**config.mk**
```make
export PLATFORM = sky130hd
export DESIGN_NAME = dma_ctl_regs
export DESIGN_NICKNAME = d
export VERILOG_FILES = /design/src/rtl/dma_regs_pkg.sv /design/src/rtl/dma_ch_ctl.sv /design/src/rtl/dma_ch_flags.sv /design/src/rtl/dma_reg_rdmux.sv /design/src/rtl/dma_ctl_regs.sv
export SDC_FILE = /design/constraint.sdc
export NUM_CORES = 1
export LEC_CHECK = 0
export ABC_CLOCK_PERIOD_IN_PS = 3350
export BUFFER_PORTS_ARGS = -buffer_cell sky130_fd_sc_hd__buf_2
export CORE_ASPECT_RATIO = 1.75
export CORE_MARGIN = 2
export CORE_UTILIZATION = 48
export DETAILED_ROUTE_END_ITERATION = 16
export PLACE_DENSITY = 0.87
export SETUP_SLACK_MARGIN = 0.5
export SLEW_MARGIN = 0
export SYNTH_ARGS = -nofsm -noshare
export SYNTH_HDL_FRONTEND = slang
export SYNTH_SLANG_ARGS = --single-unit
```
**constraint.sdc**
```tcl
create_clock -name clk -period 3.35 [get_ports clk]
set_input_delay 1.005 -clock clk [delete_from_list [all_inputs] [get_ports clk]]
set_output_delay 1.005 -clock clk [all_outputs]
set_load 0.005 [all_outputs]
```
**src/rtl/dma_regs_pkg.sv**
```systemverilog
package dma_regs_pkg;

  localparam int unsigned MAX_CH = 12;
  localparam int unsigned LO_CH  = 8;

  localparam logic [7:0] OFS_CTL_LO  = 8'h00;
  localparam logic [7:0] OFS_CTL_AUX = 8'h04;
  localparam logic [7:0] OFS_IEN     = 8'h08;
  localparam logic [7:0] OFS_CTL_HI  = 8'h0C;
  localparam logic [7:0] OFS_STS_LO  = 8'h10;
  localparam logic [7:0] OFS_STS_AUX = 8'h14;
  localparam logic [7:0] OFS_STS_HI  = 8'h18;

  localparam logic [1:0] MODE_OFF    = 2'd0;
  localparam logic [1:0] MODE_CHAIN  = 2'd1;
  localparam logic [1:0] MODE_SINGLE = 2'd2;

  localparam logic [1:0] ACT_IDLE    = 2'd0;

  // Word holding the mode/direction slot of a channel
  function automatic logic [7:0] ctl_ofs(input int ch);
    return (ch < LO_CH) ? OFS_CTL_LO : OFS_CTL_HI;
  endfunction

  // Lowest bit of a channel's 4-bit slot inside its control word
  function automatic int ctl_lsb(input int ch);
    return 4 * (ch % LO_CH);
  endfunction

  // Position of the interrupt enable in the enable word
  function automatic int ien_bit(input int ch);
    return (ch < LO_CH) ? ch : ch + 8;
  endfunction

  // Status word serving a channel
  function automatic logic [7:0] sts_ofs(input int ch);
    return (ch < LO_CH) ? OFS_STS_LO : OFS_STS_HI;
  endfunction

  function automatic int done_bit(input int ch);
    return ch % LO_CH;
  endfunction

  function automatic int err_bit(input int ch);
    return (ch % LO_CH) + 8;
  endfunction

  function automatic int act_lsb(input int ch);
    return 16 + 2 * (ch % LO_CH);
  endfunction

endpackage

```
**src/rtl/dma_ch_ctl.sv**
```systemverilog
module dma_ch_ctl
  import dma_regs_pkg::*;
(
  input  logic       clk,
  input  logic       rst_n,
  input  logic       wr_slot,
  input  logic [2:0] slot_wdata,
  input  logic       wr_ien,
  input  logic       ien_wbit,
  input  logic [1:0] act_code,
  output logic [1:0] mode,
  output logic       dir,
  output logic       ien,
  output logic       abort
);

  logic [1:0] new_mode;
  logic       abort_evt;

  assign new_mode  = slot_wdata[1:0];
  assign abort_evt = wr_slot && (new_mode == MODE_OFF) && (act_code != ACT_IDLE);

  always_ff @(posedge clk or negedge rst_n) begin
    if (!rst_n) begin
      mode  <= MODE_OFF;
      dir   <= 1'b0;
      ien   <= 1'b0;
      abort <= 1'b0;
    end else begin
      if (wr_slot) begin
        mode <= new_mode;
        dir  <= slot_wdata[2];
      end
      if (wr_ien) ien <= ien_wbit;
      abort <= abort_evt;
    end
  end

  // a strobe only follows a write that left the slot off
  a_r9_abort_mode_off: assert property (@(posedge clk) disable iff (!rst_n)
    abort |-> (mode == MODE_OFF));

  // a strobe only follows a busy channel
  a_r9_abort_busy: assert property (@(posedge clk) disable iff (!rst_n)
    abort |-> ($past(act_code) != ACT_IDLE));

endmodule

```
**src/rtl/dma_ch_flags.sv**
```systemverilog
module dma_ch_flags (
  input  logic clk,
  input  logic rst_n,
  input  logic ien,
  input  logic done_pulse,
  input  logic err_pulse,
  input  logic clr_done,
  input  logic clr_err,
  output logic done_flag,
  output logic err_flag
);

  logic set_done;
  logic set_err;

  assign set_done = done_pulse && ien;
  assign set_err  = err_pulse && ien;

  always_ff @(posedge clk or negedge rst_n) begin
    if (!rst_n) begin
      done_flag <= 1'b0;
      err_flag  <= 1'b0;
    end else begin
      done_flag <= set_done || (done_flag && !clr_done);
      err_flag  <= set_err  || (err_flag  && !clr_err);
    end
  end

  // a flag only rises after an enabled pulse
  a_r6_done_rise_enabled: assert property (@(posedge clk) disable iff (!rst_n)
    $rose(done_flag) |-> $past(done_pulse && ien));

  a_r6_err_rise_enabled: assert property (@(posedge clk) disable iff (!rst_n)
    $rose(err_flag) |-> $past(err_pulse && ien));

  // disabled channel cannot raise a clear flag
  a_r6_disabled_stays_clear: assert property (@(posedge clk) disable iff (!rst_n)
    (!ien && !done_flag && !err_flag) |=> (!done_flag && !err_flag));

  // a clear without a concurrent set empties the flag
  a_r7_clear_wins_alone: assert property (@(posedge clk) disable iff (!rst_n)
    (clr_done && !set_done) |=> !done_flag);

endmodule

```
**src/rtl/dma_reg_rdmux.sv**
```systemverilog
module dma_reg_rdmux
  import dma_regs_pkg::*;
#(
  parameter int unsigned NUM_CH = 12
) (
  input  logic [7:0]          addr,
  input  logic [2*NUM_CH-1:0] mode,
  input  logic [NUM_CH-1:0]   dir,
  input  logic [NUM_CH-1:0]   ien,
  input  logic [2*NUM_CH-1:0] act,
  input  logic [NUM_CH-1:0]   done_flag,
  input  logic [NUM_CH-1:0]   err_flag,
  output logic [31:0]         rdata
);

  always_comb begin
    rdata = '0;
    for (int i = 0; i < int'(NUM_CH); i++) begin
      if (addr == ctl_ofs(i)) begin
        rdata[ctl_lsb(i) +: 2] = mode[2*i +: 2];
        rdata[ctl_lsb(i) + 2]  = dir[i];
      end
      if (addr == OFS_IEN) rdata[ien_bit(i)] = ien[i];
      if (addr == sts_ofs(i)) begin
        rdata[done_bit(i)]     = done_flag[i];
        rdata[err_bit(i)]      = err_flag[i];
        rdata[act_lsb(i) +: 2] = act[2*i +: 2];
      end
    end
  end

endmodule

```
**src/rtl/dma_ctl_regs.sv**
```systemverilog
module dma_ctl_regs
  import dma_regs_pkg::*;
#(
  parameter int unsigned NUM_CH = 12
) (
  input  logic                clk,
  input  logic                rst_n,
  input  logic [7:0]          bus_addr,
  input  logic                bus_we,
  input  logic [31:0]         bus_wdata,
  output logic [31:0]         bus_rdata,
  output logic [2*NUM_CH-1:0] ch_mode,
  output logic [NUM_CH-1:0]   ch_dir,
  output logic [NUM_CH-1:0]   ch_irq_en,
  output logic [NUM_CH-1:0]   ch_abort,
  input  logic [2*NUM_CH-1:0] ch_state,
  input  logic [NUM_CH-1:0]   ch_done,
  input  logic [NUM_CH-1:0]   ch_err,
  output logic                irq
);

  logic              wr_ien;
  logic [NUM_CH-1:0] wr_slot;
  logic [NUM_CH-1:0] wr_sts;
  logic [NUM_CH-1:0] done_flag;
  logic [NUM_CH-1:0] err_flag;
  logic              unused_wdata;

  assign wr_ien       = bus_we && (bus_addr == OFS_IEN);
  assign unused_wdata = ^bus_wdata;

  for (genvar g = 0; g < int'(NUM_CH); g++) begin : g_ch
    assign wr_slot[g] = bus_we && (bus_addr == ctl_ofs(g));
    assign wr_sts[g]  = bus_we && (bus_addr == sts_ofs(g));

    dma_ch_ctl u_ctl (
      .clk        (clk),
      .rst_n      (rst_n),
      .wr_slot    (wr_slot[g]),
      .slot_wdata (bus_wdata[ctl_lsb(g) +: 3]),
      .wr_ien     (wr_ien),
      .ien_wbit   (bus_wdata[ien_bit(g)]),
      .act_code   (ch_state[2*g +: 2]),
      .mode       (ch_mode[2*g +: 2]),
      .dir        (ch_dir[g]),
      .ien        (ch_irq_en[g]),
      .abort      (ch_abort[g])
    );

    dma_ch_flags u_flags (
      .clk        (clk),
      .rst_n      (rst_n),
      .ien        (ch_irq_en[g]),
      .done_pulse (ch_done[g]),
      .err_pulse  (ch_err[g]),
      .clr_done   (wr_sts[g] && bus_wdata[done_bit(g)]),
      .clr_err    (wr_sts[g] && bus_wdata[err_bit(g)]),
      .done_flag  (done_flag[g]),
      .err_flag   (err_flag[g])
    );
  end

  dma_reg_rdmux #(.NUM_CH(NUM_CH)) u_rdmux (
    .addr      (bus_addr),
    .mode      (ch_mode),
    .dir       (ch_dir),
    .ien       (ch_irq_en),
    .act       (ch_state),
    .done_flag (done_flag),
    .err_flag  (err_flag),
    .rdata     (bus_rdata)
  );

  assign irq = |{done_flag, err_flag};

  // the line only rises after some enabled pulse
  a_r8_irq_has_source: assert property (@(posedge clk) disable iff (!rst_n)
    $rose(irq) |-> $past(|((ch_done | ch_err) & ch_irq_en)));

  // the line drops only on a status write
  a_r8_irq_falls_on_write: assert property (@(posedge clk) disable iff (!rst_n)
    $fell(irq) |-> $past(|wr_sts));

  // strobes appear only after a control write
  a_r9_abort_after_write: assert property (@(posedge clk) disable iff (!rst_n)
    (|ch_abort) |-> $past(|wr_slot));

endmodule

```
== Yosys cells after proc, flatten, opt, wreduce, memory -nomap -nowiden ==
Cells that the tools add are included.

* Register bits after elaboration: 84
* Input port bits: 91
* Output and inout bits: 93
* Logic and storage cells: 307

* Eq/ne operators: 4
* Multiplexer cells: 60
* Reduce and logical (&&, ||, !) cells: 171

{| class="wikitable"
|+ Operators with widths
! cell !! count
|-
| logical AND 1 bit || 101
|-
| two-way mux 1 bit || 36
|-
| two-way mux 3 bit || 12
|-
| logical NOT 1 bit || 24
|-
| logical OR 1 bit || 24
|-
| two-way mux 2 bit || 12
|-
| nonzero test 2 bit || 12
|-
| OR reduction 24 bit || 1
|-
| equality test 8 x 4 -> 1 bit (second input constant) || 2
|-
| equality test 8 x 5 -> 1 bit (second input constant) || 2
|-
| logical NOT 2 bit || 8
|-
| logical NOT 8 bit || 1
|}

== Depth between registers and ports, before layout ==
* Word-level depth: 6
* Mapped depth: 7
* Depth with buffers taken out: 4

== By module ==
From an unflattened synthesis, not the netlist that was laid out.

* Cell total of the unflattened synthesis: 392
* Area total of the unflattened synthesis: 4480.5 um^2

{| class="wikitable"
|+ Modules (own cells, without submodules)
! module !! times used !! cells an instance !! area each (um^2) !! seq. area each (um^2)
|-
| dma_ch_ctl || 12 || 11 || 188.9 || 125.1
|-
| dma_ch_flags || 12 || 8 || 82.6 || 50.0
|-
| dma_reg_rdmux || 1 || 118 || 838.3 || 0.0
|-
| dma_ctl_regs || 1 || 46 || 384.1 || 0.0
|}

== Worst setup path after synthesis ==
Ideal clock, no wire load.

* Path type: input port to output port
* Start: in bus_addr[3]
* End: out bus_rdata[8]
* Arrival time: 2.105 ns
* Required time: 2.345 ns
* Setup slack: 0.240 ns
* Stages: 6
* Path buffers: 2
* Cell sequence: buf_2 nor4_4 and3_1 buf_2 a222oi_1 a21oi_1

* Cells in the longest elaborated chain, start to end: 5
* Elaborated cells on any way between the ends: 8
* Classes of those cells: 3 x eq/ne; 4 x mux; 1 x reduce/logical

{| class="wikitable"
|+ RTL lines
! item !! RTL line !! text
|-
| from (decl) || dma_ctl_regs.sv:8 || <nowiki>input logic [7:0] bus_addr,</nowiki>
|-
| equality test 8 x 5 -> 1 bit || dma_reg_rdmux.sv:24 || <nowiki>if (addr == sts_ofs(i)) begin</nowiki>
|-
| two-way mux 1 bit || dma_reg_rdmux.sv:24 ||
|-
| two-way mux 3 bit || dma_reg_rdmux.sv:19 || <nowiki>if (addr == ctl_ofs(i)) begin</nowiki>
|-
| two-way mux 1 bit || dma_reg_rdmux.sv:24 ||
|-
| two-way mux 3 bit (*) || dma_reg_rdmux.sv:19 ||
|-
| to (decl) || dma_ctl_regs.sv:11 || <nowiki>output logic [31:0] bus_rdata,</nowiki>
|}

Mark *: on every way between the ends. The rest lies on a longest branch, timed or not.

== Worst setup path in the final report ==
* Start: in bus_addr[0]
* End: out bus_rdata[2]

* Cells in the longest elaborated chain, start to end: 6
* Elaborated cells on any way between the ends: 10
* Classes of those cells: 4 x eq/ne; 5 x mux; 1 x reduce/logical

{| class="wikitable"
|+ RTL lines
! item !! RTL line !! text
|-
| logical NOT 8 bit || dma_reg_rdmux.sv:19 ||
|-
| two-way mux 3 bit || dma_reg_rdmux.sv:19 ||
|-
| two-way mux 1 bit || dma_reg_rdmux.sv:23 || <nowiki>if (addr == OFS_IEN) rdata[ien_bit(i)] = ien[i];</nowiki>
|-
| two-way mux 1 bit || dma_reg_rdmux.sv:24 ||
|-
| two-way mux 3 bit || dma_reg_rdmux.sv:19 ||
|-
| two-way mux 1 bit (*) || dma_reg_rdmux.sv:24 ||
|}

Marks and branches as above.

==> reports/results.ini <==
[yosys]
synthXorXnorAreaFrac_pct = 0
yosysSeqAreaShare_pct = 49.0
synth_commonest_cells = dfrtp_1, buf_4, mux2_1
synth_area_um2 = 4290
syn_nets = 463
yosys.area_share.simple_pct = 13.1
muxShareOfSynthArea_pct = 15.6
syn_inst = 372
ys_types = 37
yosys_warnings = 0
synth.most_common_cell = dfrtp_1
synth_top_area_share_pct = 49.0
synth_edf_count = 0
syn_avg_cell_area_um2 = 11.5
yosys.area.top_type = dfrtp_1
synth_top_family_by_area = multiplexers
synth_compound_area_share_pct = 13.1
synth_seq_cells = 84
synth_area_leaders = dfrtp_1, mux2_1, a22o_1, buf_4, mux2_2
synthArstFlopShare_pct = 100
synth_adder_area_share_pct = 0
synthFlopType = dfrtp_1

[detailed_routing]
route.detailed.drc = 0
drtPass1Iterations = 5
drt_iter0_drc = 497
avgViaCountPerCell = 6.06
wl_um = 15000
vias = 4154
ant_nets = 0
wl_per_cell_um = 21.9

[timing]
setup_viol = 0
clock_skew_ps = 6.63
fin_crit_ps = 3330
slew_headroom_pct = 28.3
drv_slew = 0
clock.fmax_mhz = 301
timing.final.crit_share_pct = 99.3
tightest_slew_ps = 1080
rsz0062_at_grt = yes
finalHoldViolCount = 0

[finish]
syn2layout_area_growth_pct = 42.0
drive_gt1_share_pct = 53.0
nNetsFinal = 655
fin_area_um2 = 6090
instances_no_fill = 686

[placement]
dp_hpwl_um = 9500
place_inst = 635
gp_congestion = 0.889
io_buffers = 180
placed_area_um2 = 5150

[die]
die_h_um = 129
pin_count = 184
rows = 45
dieArea_um2 = 9740
start_util_pct = 49.5
fp.dieW_um = 75.5
core_um2 = 8670

[worst_setup_path]
timing_worst_setup_path_type = in -> out
required_ps = 2340
path_cells = buf_8, nor4_4, buf_4, a21oi_2, a211oi_2, a22o_1, buf_2
cp_max_fo = 5
slowest_delay_ps = 330
critPathSlowestCell = nor4_4
crit_arrival_ps = 2320
start_kind = input port
worstSetupEndpointType = output pin

[min_path]
hold_class = reg -> reg

[grt]
antenna_found_initial = 1
grt_first_pass_wirelength_um = 20600
grt_pass1_vias = 4052
grt_usage_pct = 28.6
overflow = 0
grt_max_degree = 85

[clock_tree]
cts_root_buffer = clkbuf_16
cts_tree = done
worst_skew_pair.late_latency_ps = 340
cts_sinks = 84
cts_made_buffers = 9
ctsHoldBuffers = 0
cts.clk_slew.worst_paths_ps = 60
cts_htree_levels = 3
cts_max_path_buffers = 2

[pwr]
power.leakage_nw = 3.27
p_total_w = 0.00270
peakVddDrop_v = 0.000309
power.density_nw_per_um2 = 443

[flow_run]
maxCapViolCount = 0

[outcome]
status = complete, no violations

[per-layer routing]
layer  vias up  wire [µm]  global-route usage (%)
li1       1756          -                       -
met1      2041       5030                    31.4
met2       291       7850                    47.2
met3        66       1240                    8.09
met4         0        905                    18.2
met5         -          0                       0
[cell families after synthesis]
logic type | count (synthesis)
AOI/OAI and AO/OA | 72
buffers and inverters | 60
DFF | 84
muxes | 57
and+or+nand+nor | 99
[through the flow]
step | utilization [%] | setup TNS, ps | worst slack (ps) | hold slack (ps)
6_report | 70.3 | 0 | 23.8 | 518
3_5_place_dp | 59.4 | -26.5 | -26.5 | 506
2_1_floorplan | - | 0 | 344 | 480
4_1_cts | 66.5 | 0 | 169 | 519
3_3_place_gp | 59.4 | 0 | 3.54 | 496
5_1_grt | 70.3 | 0 | 8.04 | 533
[final timing paths]
path,slack (ps),from,endpoint,depth (start not counted)
max,20,bus_addr[0],bus_rdata[2],7
min,520,g_ch[2].u_ctl.dir$_DFFE_PN0P_,g_ch[2].u_ctl.dir$_DFFE_PN0P_,1
max reg2reg,2460,g_ch[5].u_ctl.ien$_DFFE_PN0P_,g_ch[5].u_ctl.ien$_DFFE_PN0P_,1
min reg2reg,520,g_ch[2].u_ctl.dir$_DFFE_PN0P_,g_ch[2].u_ctl.dir$_DFFE_PN0P_,1
max in group asynchronous,1790,rst_n,g_ch[11].u_ctl.abort$_DFF_PN0_,1
min in group asynchronous,860,rst_n,g_ch[0].u_ctl.dir$_DFFE_PN0P_,1
[timing repair]
item | in CTS | in global routing
pin swaps | 20 | 16
setup endpoints to repair | 32 | 33
setup buffers | 18 | 15
gates resized for setup | 52 | 41
cloned | 1 | 1
[where the power goes]
group / switching [W] / internal (W)
Clock: 0.000378 / 0.000593
Sequential: 0.000166 / 0.00115
Combinational: 0.000185 / 0.000227
[sequential cells by signal (all words and copies together) (netlist names)]
signal,flops
g_ch.u_ctl.abort,12
g_ch.u_ctl.dir,12
g_ch.u_ctl.ien,12
g_ch.u_ctl.mode,24
g_ch.u_flags.done_flag,12
g_ch.u_flags.err_flag,12
[cell usage in the layout, fill, tap and decap left out, drive strengths merged, types with 3 or more instances in the layout]
master  instances
a21oi           7
nor2           21
o21ai           9
clkbuf         14
mux4            3
a222oi          8
and4            4
mux2i           5
a211oi          3
a22oi           5
and3            6
dfrtp          84
inv             7
and2            4
nor4           21
a22o           35
nor2b           3
mux2           49
nand2          32
buf           231
[cell type report]
type	count	area, µm²
flip-flops and latches	84	2100
well taps	117	146
inverters	8	33.8
clock inverters	2	35.0
repair buffers	232	1540
multi-input cells	229	1990
diodes	1	2.50
fillers	610	2580
clock buffers	13	250
[critical path: cells and delay by family]
kind / cells / cell delay (ps)
AOI/OAI and AO/OA: 3 / 550
buffers and inverters: 3 / 430
and+or+nand+nor: 1 / 330
No activity file was read; power rests on OpenSTA's default activity.
